`src/rtl/fsa_pkg.sv`:
```
`timescale 1ns/1ps
package fsa_pkg;

   // full-precision accumulator width for a sum of TAPS products
   function automatic int acc_width(input int in_w, input int coef_w, input int taps);
      return in_w + coef_w + $clog2(taps);
   endfunction

   // low accumulator: S split bits, growth for K products plus the low part, sign bit
   function automatic int low_width(input int split_pos, input int opt_taps);
      return split_pos + $clog2(opt_taps + 1) + 1;
   endfunction

endpackage

```
`src/rtl/fsa_prod_bank.sv`:
```
`timescale 1ns/1ps
module fsa_prod_bank #(
   parameter int                        IN_W   = 8,
   parameter int                        COEF_W = 8,
   parameter int                        N_TAPS = 8,
   parameter logic [N_TAPS*COEF_W-1:0]  COEFS  = '0,
   parameter int                        FIRST  = 0,
   parameter int                        COUNT  = 1,
   parameter int                        P_W    = 16
) (
   input  logic signed [IN_W-1:0]     sample,
   output logic [COUNT-1:0][P_W-1:0]  prod
);
   localparam int FW = IN_W + COEF_W;

   for (genvar j = 0; j < COUNT; j++) begin : g_mul
      localparam logic signed [COEF_W-1:0] C = COEFS[(FIRST+j)*COEF_W +: COEF_W];
      // product computed at its natural width, then resized to the lane width
      assign prod[j] = P_W'(FW'(sample) * FW'(C));
   end

endmodule

```
`src/rtl/fsa_wide_chain.sv`:
```
`timescale 1ns/1ps
module fsa_wide_chain #(
   parameter int AW    = 19,
   parameter int N_REG = 4
) (
   input  logic                       clk,
   input  logic                       rst,
   input  logic                       adv,
   input  logic [N_REG:0][AW-1:0]     prod,
   output logic signed [AW-1:0]       head_sum
);
   // q[j] is the delayed partial sum entering tap j; q[N_REG] is the empty end
   logic signed [AW-1:0] q   [N_REG+1];
   logic signed [AW-1:0] sum [N_REG+1];

   assign q[N_REG] = '0;

   for (genvar j = 0; j <= N_REG; j++) begin : g_add
      assign sum[j] = $signed(prod[j]) + q[j];
   end

   for (genvar j = 0; j < N_REG; j++) begin : g_reg
      always_ff @(posedge clk) begin
         if (rst)      q[j] <= '0;
         else if (adv) q[j] <= sum[j+1];
      end
   end

   assign head_sum = sum[0];

endmodule

```
`src/rtl/fsa_split_tail.sv`:
```
`timescale 1ns/1ps
module fsa_split_tail #(
   parameter int AW = 19,
   parameter int S  = 10,
   parameter int K  = 3,
   parameter int LW = 13
) (
   input  logic                     clk,
   input  logic                     rst,
   input  logic                     adv,
   input  logic signed [AW-1:0]     wide_sum,
   input  logic [K-1:0][LW-1:0]     prod,
   output logic signed [AW-1:0]     y
);
   localparam int HW = AW - S;

   logic signed [HW-1:0] hi_q [K];
   logic signed [LW-1:0] lo_q [K];
   logic signed [LW-1:0] lo_fin;
   logic signed [AW-1:0] y_next;

   always_ff @(posedge clk) begin
      if (rst) begin
         for (int j = 0; j < K; j++) begin
            hi_q[j] <= '0;
            lo_q[j] <= '0;
         end
      end else if (adv) begin
         // split: upper part delayed untouched, lower part zero-extended
         hi_q[K-1] <= HW'(wide_sum >>> S);
         lo_q[K-1] <= LW'(wide_sum[S-1:0]);
         for (int j = 0; j < K-1; j++) begin
            hi_q[j] <= hi_q[j+1];
            lo_q[j] <= lo_q[j+1] + $signed(prod[j+1]);
         end
      end
   end

   // merge: overlap bits are a signed correction to the upper part
   assign lo_fin = lo_q[0] + $signed(prod[0]);
   assign y_next = {hi_q[0] + HW'($signed(lo_fin[LW-1:S])), lo_fin[S-1:0]};

   always_ff @(posedge clk) begin
      if (rst)      y <= '0;
      else if (adv) y <= y_next;
   end

endmodule

```
`src/rtl/split_acc_fir.sv`:
```
`timescale 1ns/1ps
module split_acc_fir #(
   parameter int                        IN_W      = 8,
   parameter int                        COEF_W    = 8,
   parameter int                        N_TAPS    = 8,
   parameter logic [N_TAPS*COEF_W-1:0]  COEFS     = 64'hFE13_D870_3905_FA03,
   parameter int                        SPLIT_POS = 10,
   parameter int                        OPT_TAPS  = 3,
   parameter int                        ACC_W     = fsa_pkg::acc_width(IN_W, COEF_W, N_TAPS)
) (
   input  logic                      clk,
   input  logic                      rst,
   input  logic                      in_valid,
   input  logic signed [IN_W-1:0]    in_sample,
   output logic                      out_valid,
   output logic signed [ACC_W-1:0]   out_sample
);
   localparam int LAST  = OPT_TAPS;
   localparam int N_REG = N_TAPS - 1 - LAST;
   localparam int LO_W  = fsa_pkg::low_width(SPLIT_POS, OPT_TAPS);

   // elaboration-time parameter checks
   if (N_TAPS < 2) begin : g_bad_taps
      $error("split_acc_fir: N_TAPS must be at least 2");
   end
   if (OPT_TAPS < 0 || OPT_TAPS > N_TAPS - 1) begin : g_bad_opt
      $error("split_acc_fir: OPT_TAPS must lie in 0..N_TAPS-1");
   end
   if (OPT_TAPS > 0 && (SPLIT_POS < 1 || SPLIT_POS >= ACC_W)) begin : g_bad_split
      $error("split_acc_fir: SPLIT_POS must lie in 1..ACC_W-1");
   end
   if (OPT_TAPS > 0 && (ACC_W - SPLIT_POS) < (LO_W - SPLIT_POS)) begin : g_bad_hi
      $error("split_acc_fir: upper part narrower than the low overlap");
   end
   for (genvar k = 0; k < OPT_TAPS; k++) begin : g_coef_chk
      localparam logic signed [COEF_W-1:0] CK = COEFS[k*COEF_W +: COEF_W];
      localparam longint MAG = (CK < 0) ? -longint'(CK) : longint'(CK);
      if (MAG * (longint'(1) << (IN_W-1)) >= (longint'(1) << SPLIT_POS)) begin : g_bad_coef
         $error("split_acc_fir: optimized tap product does not fit below SPLIT_POS");
      end
   end

   // wide products and full-width chain for taps LAST..N_TAPS-1
   logic [N_REG:0][ACC_W-1:0] prod_w;
   logic signed [ACC_W-1:0]   head_sum;
   logic signed [ACC_W-1:0]   y_int;

   fsa_prod_bank #(
      .IN_W(IN_W), .COEF_W(COEF_W), .N_TAPS(N_TAPS), .COEFS(COEFS),
      .FIRST(LAST), .COUNT(N_REG+1), .P_W(ACC_W)
   ) u_bank_wide (
      .sample(in_sample),
      .prod  (prod_w)
   );

   fsa_wide_chain #(.AW(ACC_W), .N_REG(N_REG)) u_chain (
      .clk     (clk),
      .rst     (rst),
      .adv     (in_valid),
      .prod    (prod_w),
      .head_sum(head_sum)
   );

   if (OPT_TAPS == 0) begin : g_plain
      logic signed [ACC_W-1:0] y_q;
      always_ff @(posedge clk) begin
         if (rst)           y_q <= '0;
         else if (in_valid) y_q <= head_sum;
      end
      assign y_int = y_q;
   end else begin : g_split
      logic [OPT_TAPS-1:0][LO_W-1:0] prod_n;

      fsa_prod_bank #(
         .IN_W(IN_W), .COEF_W(COEF_W), .N_TAPS(N_TAPS), .COEFS(COEFS),
         .FIRST(0), .COUNT(OPT_TAPS), .P_W(LO_W)
      ) u_bank_narrow (
         .sample(in_sample),
         .prod  (prod_n)
      );

      fsa_split_tail #(.AW(ACC_W), .S(SPLIT_POS), .K(OPT_TAPS), .LW(LO_W)) u_tail (
         .clk     (clk),
         .rst     (rst),
         .adv     (in_valid),
         .wide_sum(head_sum),
         .prod    (prod_n),
         .y       (y_int)
      );
   end

   logic valid_q;
   always_ff @(posedge clk) begin
      if (rst) valid_q <= 1'b0;
      else     valid_q <= in_valid;
   end

   assign out_valid  = valid_q;
   assign out_sample = y_int;

endmodule

```
`config.mk`:
```
export PLATFORM = sky130hd
export DESIGN_NAME = split_acc_fir
export DESIGN_NICKNAME = d
export VERILOG_FILES = /design/src/rtl/fsa_pkg.sv /design/src/rtl/fsa_prod_bank.sv /design/src/rtl/fsa_wide_chain.sv /design/src/rtl/fsa_split_tail.sv /design/src/rtl/split_acc_fir.sv
export SDC_FILE = /design/constraint.sdc
export NUM_CORES = 1
export LEC_CHECK = 0
export BUFFER_PORTS_ARGS = -buffer_cell sky130_fd_sc_hd__buf_2
export CELL_PAD_IN_SITES_DETAIL_PLACEMENT = 1
export CELL_PAD_IN_SITES_GLOBAL_PLACEMENT = 2
export CORE_ASPECT_RATIO = 2
export CORE_MARGIN = 3
export CORE_UTILIZATION = 41
export DETAILED_ROUTE_END_ITERATION = 16
export PLACE_DENSITY = 0.88
export SLEW_MARGIN = 20
export SYNTH_ARGS = -nofsm -noshare
export SYNTH_HDL_FRONTEND = slang
export SYNTH_HIERARCHICAL = 1
export SYNTH_SLANG_ARGS = --single-unit
```
`constraint.sdc`:
```
create_clock -name clk -period 8.8 [get_ports clk]
set_clock_uncertainty 0.1 [all_clocks]
set_input_delay 1.32 -clock clk [delete_from_list [all_inputs] [get_ports clk]]
set_output_delay 1.32 -clock clk [all_outputs]
set_load 0.01 [all_outputs]
```
### After elaboration in Yosys (flattened, before gate mapping)

Memories as Yosys holds them, arrays and structs flattened.
Index checks and enable logic that the tools add are counted.

| word-level totals | value |
|---|---|
| memories kept | 2 |
| register bits after elaboration | 95 |
| word-level logic and storage cells | 41 |
| ROM bits | 0 |
| RAM bits | 66 |
| bits of input ports | 11 |
| bits in latches | 0 |
| output and inout port bits | 20 |

Memory list:

| name | words | bits a word | read ports | clocked after memory_dff | write ports | RTL line | RTL |
|---|---|---|---|---|---|---|---|
| g_split.u_tail.lo_q | 3 | 13 | 3 | 0 | 3 | fsa_split_tail.sv:18 | `logic signed [LW-1:0] lo_q [K];` |
| g_split.u_tail.hi_q | 3 | 9 | 3 | 0 | 3 | fsa_split_tail.sv:17 | `logic signed [HW-1:0] hi_q [K];` |

| cells by class | value |
|---|---|
| div/mod/pow operators | 0 |
| reduce and logical (&&, ||, !) cells | 0 |
| multipliers | 7 |
| multiplexer cells | 11 |
| eq/ne operators | 0 |
| order comparisons | 0 |
| add/sub/neg operators | 9 |
| shift operators | 0 |
| bitwise operators | 6 |

Operators by type and width:

| kind | count |
|---|---|
| $mux W13 | 3 |
| $add A15 B19 Y19 | 2 |
| $mul A8 B4 Y12 const B | 3 |
| $mux W9 | 3 |
| $add A13 B12 Y13 | 2 |
| $mul A8 B3 Y11 const B | 2 |
| $add A14 B19 Y19 | 1 |
| $add A16 B19 Y19 | 1 |
| $neg A8 Y18 | 1 |
| $mul A8 B7 Y15 const B | 1 |
| $mul A8 B6 Y14 const B | 1 |
| $add A13 B11 Y13 | 1 |
| $add A9 B3 Y9 | 1 |
| $or A1 B1 Y1 | 6 |
| $mux W1 | 5 |

### Depth between registers and ports, before layout

| depth | value |
|---|---|
| word-level depth | 4 |
| gate-level depth with buffers | 26 |
| depth with buffers taken out | 26 |

### Hierarchy

Netlist, hierarchy kept.

Modules (own cells, without submodules):

| module | instances | area an instance (sq um) | seq. area each (sq um) | cells each |
|---|---|---|---|---|
| fsa_wide_chain | 1 | 6520.0 | 1521.5 | 813 |
| fsa_split_tail | 1 | 4699.5 | 2272.2 | 438 |
| fsa_prod_bank (u_bank_wide) | 1 | 3281.9 | 0.0 | 393 |
| fsa_prod_bank (g_split.u_bank_narrow) | 1 | 1377.6 | 0.0 | 176 |
| split_acc_fir | 1 | 33.8 | 20.0 | 2 |

### Worst setup path before layout

OpenSTA, ideal clock, no wires.

| timing | value |
|---|---|
| path kind | input to register |
| start | input port in_sample[7] |
| end | memory g_split.u_tail/hi_q[0][25] in the netlist's numbering (data pin) |
| path buffers | 3 |
| required time | 8.445 ns |
| library setup time | 0.255 ns |
| path slack | 2.233 ns |
| arrival | 6.213 ns |
| stages | 24 |
| path through | inv_1 > ha_1 > xor2_1 > xor2_1 > ha_1 > inv_1 > fa_1 > inv_1 > ha_1 > nand3_1 > nand2_1 > or3_1 > o221ai_2 > xor2_1 > buf_4 > ha_1 > clkbuf_1 > a21oi_1 > o21bai_1 > or3_1 > mux2i_1 > a2111oi_2 > buf_4 > and2_1 |

RTL lines:

| what | RTL line | RTL |
|---|---|---|
| from (decl) | split_acc_fir.sv:14 | `input logic signed [IN_W-1:0] in_sample,` |
| to (decl) | fsa_split_tail.sv:17 |  |

==> reports/results.txt <==
In this run the deepest clock path goes through 2 buffers. Sequential cells burn 22.0% of the power. Among all stages on the critical path, the largest delay is contributed by sky130_fd_sc_hd__xor2_1.

The combinational group share of total power was 61.2%. The floorplan has 101 rows. The die outline width was 145 um; the actual transition at the worst max-transition pin was 0.883 ns. The routed design could run at a clock period as short as 6.99 ns.

The final clock period utilization by the worst path was 79.5%. Setup repair after global routing left no endpoint under its margin. 0 antenna diodes ended up in the layout.

The count of state elements after synthesis was 159; the total of buffers placed on input and output ports was 30. The most numerous cell on the critical path is sky130_fd_sc_hd__ha_1. Cell with the most instances after synthesis: sky130_fd_sc_hd__ha_1. The net count of the finished layout is 2078.

The worst setup path is captured at a register. The tools report the capturing element of the worst setup path as g_split.u_tail/hi_q[0][25]. The tree is rooted in a sky130_fd_sc_hd__clkbuf_16.

The post-detailed-route via-to-cell ratio was 5.62. Synthesized cell area: 15900 sq um. STA classifies the critical path startpoint as a primary input. The via count of the first global-routing pass is 14261. Required time at the endpoint of the critical path: 8.92 ns. For this block, the initial DRC count from the detailed router was 412.

Sorting the synthesized cells by how often they occur yields 242 x sky130_fd_sc_hd__ha_1, 153 x sky130_fd_sc_hd__inv_1, 152 x sky130_fd_sc_hd__nor2_1. TritonCTS built the clock tree. The final-report hold violation count is 0, and the critical path's largest stage delay is 0.58 ns. Summed over all layers, the global routing overflow is 0.

The remaining design rule violation count is 0. For the maximum clock frequency, the log shows 143 MHz. The worst register-to-register path has a depth of 20. The tool flagged a number of max-cap violations equal to 0. Once detail routing completed, the nets flagged for antenna violations numbered 0. Across the VDD grid, the largest voltage drop is 0.000160 V. The die height was 285 um; the total design power was 4800 uW. The aggregate routed wire length was 47000 um. The post-synthesis cell type count came out at 80.

Final hold analysis gives a worst-case slack of 0.356 ns. The analysis attributes to net switching a power of 2270 uW. Before antenna repair, the detailed router went through 5 iterations. The clock sink total is 159, and the arrival time of data at the critical path endpoint is 7.11 ns. The endpoint identified for the worst register-to-register timing path is g_split.u_tail/y[18].

After detailed routing, the average wire length per cell comes to 20.3 um. Critical register-to-register path startpoint: g_split.u_tail/lo_q[0][0]. The most critical setup path has its startpoint at in_sample[1]. Counting every instance in the synthesized netlist gives 1822.

The sequential area share after synthesis was 24.0%. The max-slew headroom at the worst pin was 41.1%; the share of power burned in the clock network was 16.9%. At the end of routability-driven placement, the weighted congestion stood at 0.882.

After clock tree synthesis, the setup repair step added 0 buffers. The internal power of the cells totals 2530 uW. The die covers 41400 sq um. In this run, CTS created clock tree buffers numbering 17. Clock-pin slew was measured on the worst setup and hold paths at 0.09 ns. The fraction of layout cells with a size suffix above 1 was 5.95%. The synthesized design contains 63 enable-type register cells. The max-slew violation count was 0; the summed negative setup slack over all endpoints was 0 ns.

The most used flip-flop cell after synthesis is sky130_fd_sc_hd__dfxtp_1. 31 I/O pins were placed. The portion of synthesized cell area occupied by the leading cell type was 19.0%; the async set or reset register ratio after synthesis was 0%. Summed over all cells, the static leakage comes to 0.00775 uW. The run finished with clean final reports. Entering global routing, the biggest net connects 64 pins.

Across all register-to-register paths, the minimum setup slack is 4.40 ns. For the total number of vias, the log shows 12997. Once layout is complete, the utilization of the core stands at 44.1%. The tools report the number of inserted filler cells in the final layout as 4509. The first global-routing pass estimated 74100 um of wire. For the post-cts gate resize count, the log shows 0.

The type of the most critical hold path was register to register. After floorplanning, the core was sized to cover 38200 sq um. The wire-length estimate of the detail-placed layout is 38100 um.

Each instance of the synthesized netlist takes up on average 8.73 sq um. During synthesis, Yosys emitted a total of 6 warnings. For the total routing resource utilization after global routing, the log shows 22.6%. Summed over all instances, the cell type with the most area after synthesis is sky130_fd_sc_hd__ha_1. The initial antenna violation count is 0, and the fraction of power spent switching nets is 47.3%. Initial cell density of the core: 41.7%. Along the worst path, the maximum fanout reaches 15.

The area growth from synthesis to layout works out to 5.86%. The areal power density over the cells is 285 nW/um^2. The H-tree was split into 4 levels.

In the post-synthesis netlist, the biggest area contributors are sky130_fd_sc_hd__ha_1 19%, sky130_fd_sc_hd__dfxtp_1 12%, sky130_fd_sc_hd__edfxtp_1 12%. Setup violations remaining at the end of the flow were counted as 0. The critical path is of the primary input to register type. The startpoint identified for the worst hold timing path is g_split.u_tail/y[18]. The count of hold-fix buffers inserted at cts was 0; the worst-skew pair later-pin latency was 0.47 ns.

The critical path goes through buf_2 > inv_1 > ha_1 > xor2_1 > ha_1 > or2_2 > ha_1 > inv_1 > fa_1 > inv_1 > ha_1 > and2_1 > o21ai_0 > nand2_1 > o221ai_2 > xor2_1 > ha_1 > a21o_1 > a21oi_1 > o21bai_1 > or3_1 > mux2i_1 > a2111oi_2 > and2_1.
[stage by stage]
stage / instances / worst slack, ns / instance area [sq um]
4_1_cts: 2314 / 1.84 / 16800
3_3_place_gp: 2282 / 1.51 / 16200
3_5_place_dp: 2282 / 1.32 / 16200
6_report: 2314 / 1.81 / 16800
5_1_grt: 2314 / 1.48 / 16800
2_1_floorplan: 1829 / 2.23 / 15900
[per-layer routing]
metal / vias to the layer above / part of all wire (%) / global-route usage (%)
met1: 6400 / 33 / 19.1
met3: 126 / 1.6 / 2.62
met5: - / 0 / 0
li1: 6285 / - / -
met2: 186 / 59 / 47.6
met4: 0 / 6.9 / 14.7
[layout by cell type (no fill, tap or decap), types with 15 or more instances in the layout]
| cell | n |
|---|---|
| sky130_fd_sc_hd__a211oi_1 | 22 |
| sky130_fd_sc_hd__a21o_1 | 45 |
| sky130_fd_sc_hd__a21oi_1 | 131 |
| sky130_fd_sc_hd__a31oi_1 | 19 |
| sky130_fd_sc_hd__and2_1 | 50 |
| sky130_fd_sc_hd__and3_1 | 15 |
| sky130_fd_sc_hd__buf_2 | 29 |
| sky130_fd_sc_hd__clkbuf_16 | 17 |
| sky130_fd_sc_hd__dfxtp_1 | 96 |
| sky130_fd_sc_hd__edfxtp_1 | 63 |
| sky130_fd_sc_hd__fa_1 | 39 |
| sky130_fd_sc_hd__ha_1 | 242 |
| sky130_fd_sc_hd__inv_1 | 152 |
| sky130_fd_sc_hd__mux2i_1 | 54 |
| sky130_fd_sc_hd__nand2_1 | 99 |
| sky130_fd_sc_hd__nand2b_1 | 36 |
| sky130_fd_sc_hd__nand3_1 | 33 |
| sky130_fd_sc_hd__nand4_1 | 15 |
| sky130_fd_sc_hd__nor2_1 | 151 |
| sky130_fd_sc_hd__nor2b_1 | 24 |
| sky130_fd_sc_hd__nor3_1 | 31 |
| sky130_fd_sc_hd__o211ai_1 | 19 |
| sky130_fd_sc_hd__o21a_1 | 15 |
| sky130_fd_sc_hd__o21ai_0 | 74 |
| sky130_fd_sc_hd__o21bai_1 | 16 |
| sky130_fd_sc_hd__or3_1 | 17 |
| sky130_fd_sc_hd__xnor2_1 | 96 |
| sky130_fd_sc_hd__xor2_1 | 43 |
[power groups by stage]
| stage | combinational [uW] | clock [uW] | sequential (uW) |
|---|---|---|---|
| final | 2940 | 810 | 1060 |
| after floorplan | 2380 | 0 | 1030 |
| after CTS | 2960 | 831 | 1060 |
| after detailed placement | 2940 | 0 | 1080 |
| after global routing | 3260 | 859 | 1070 |
| after global placement | 2850 | 0 | 1070 |
[critical path, delay by kind of cell]
family                     cells  cell delay, ns
muxes                          1            0.19
buffers and inverters          4            0.62
and+or+nand+nor                5            1.13
adders and majority gates      6            2.06
xor gates and xnor gates       2            0.80
AOI/OAI and AO/OA              6            0.99
[cells by family (layout without fill, tap and decap cells)]
kind of cell / after synthesis / count (layout) / share of synthesized area, %
simple gates: 506 / 506 / 15.8
flops: 159 / 159 / 24.0
xor+xnor: 139 / 139 / 7.65
mux: 57 / 57 / 3.61
fa+ha+maj: 281 / 281 / 23.9
compound gates: 420 / 420 / 17.3
buf+inv: 258 / 228 / 7.64
other cells: 2 / 9 / 0.0472
[flip-flops by register name, summed over array words and instances, names as in the netlist]
register	count
out_valid	1
g_split.u_tail/lo_q	36
u_chain/q	76
g_split.u_tail/hi_q	27
g_split.u_tail/y	19
[worst min path at each step]
stage                                end  slack, ns  depth (start not counted)
floorplan                  u_chain/q[46]       0.33                          2
global placement     g_split.u_tail/y[7]       0.33                          2
detailed placement  g_split.u_tail/y[18]       0.35                          2
CTS                 g_split.u_tail/y[18]       0.36                          2
global route               u_chain/q[52]       0.40                          2
finish              g_split.u_tail/y[18]       0.36                          2
[cell type report]
class                           instances  area (sq um)  area share (%)
Clock inverter                         15           224            1.33
Sequential cell                       159          3810            22.6
Inverter                              154           578            3.43
Clock buffer                           17           425            2.53
Timing Repair Buffer                   42           243            1.44
Multi-Input combinational cell       1412         10900            64.8
Tap cell                              515           644            3.83
(Power assumes the default switching activity.)
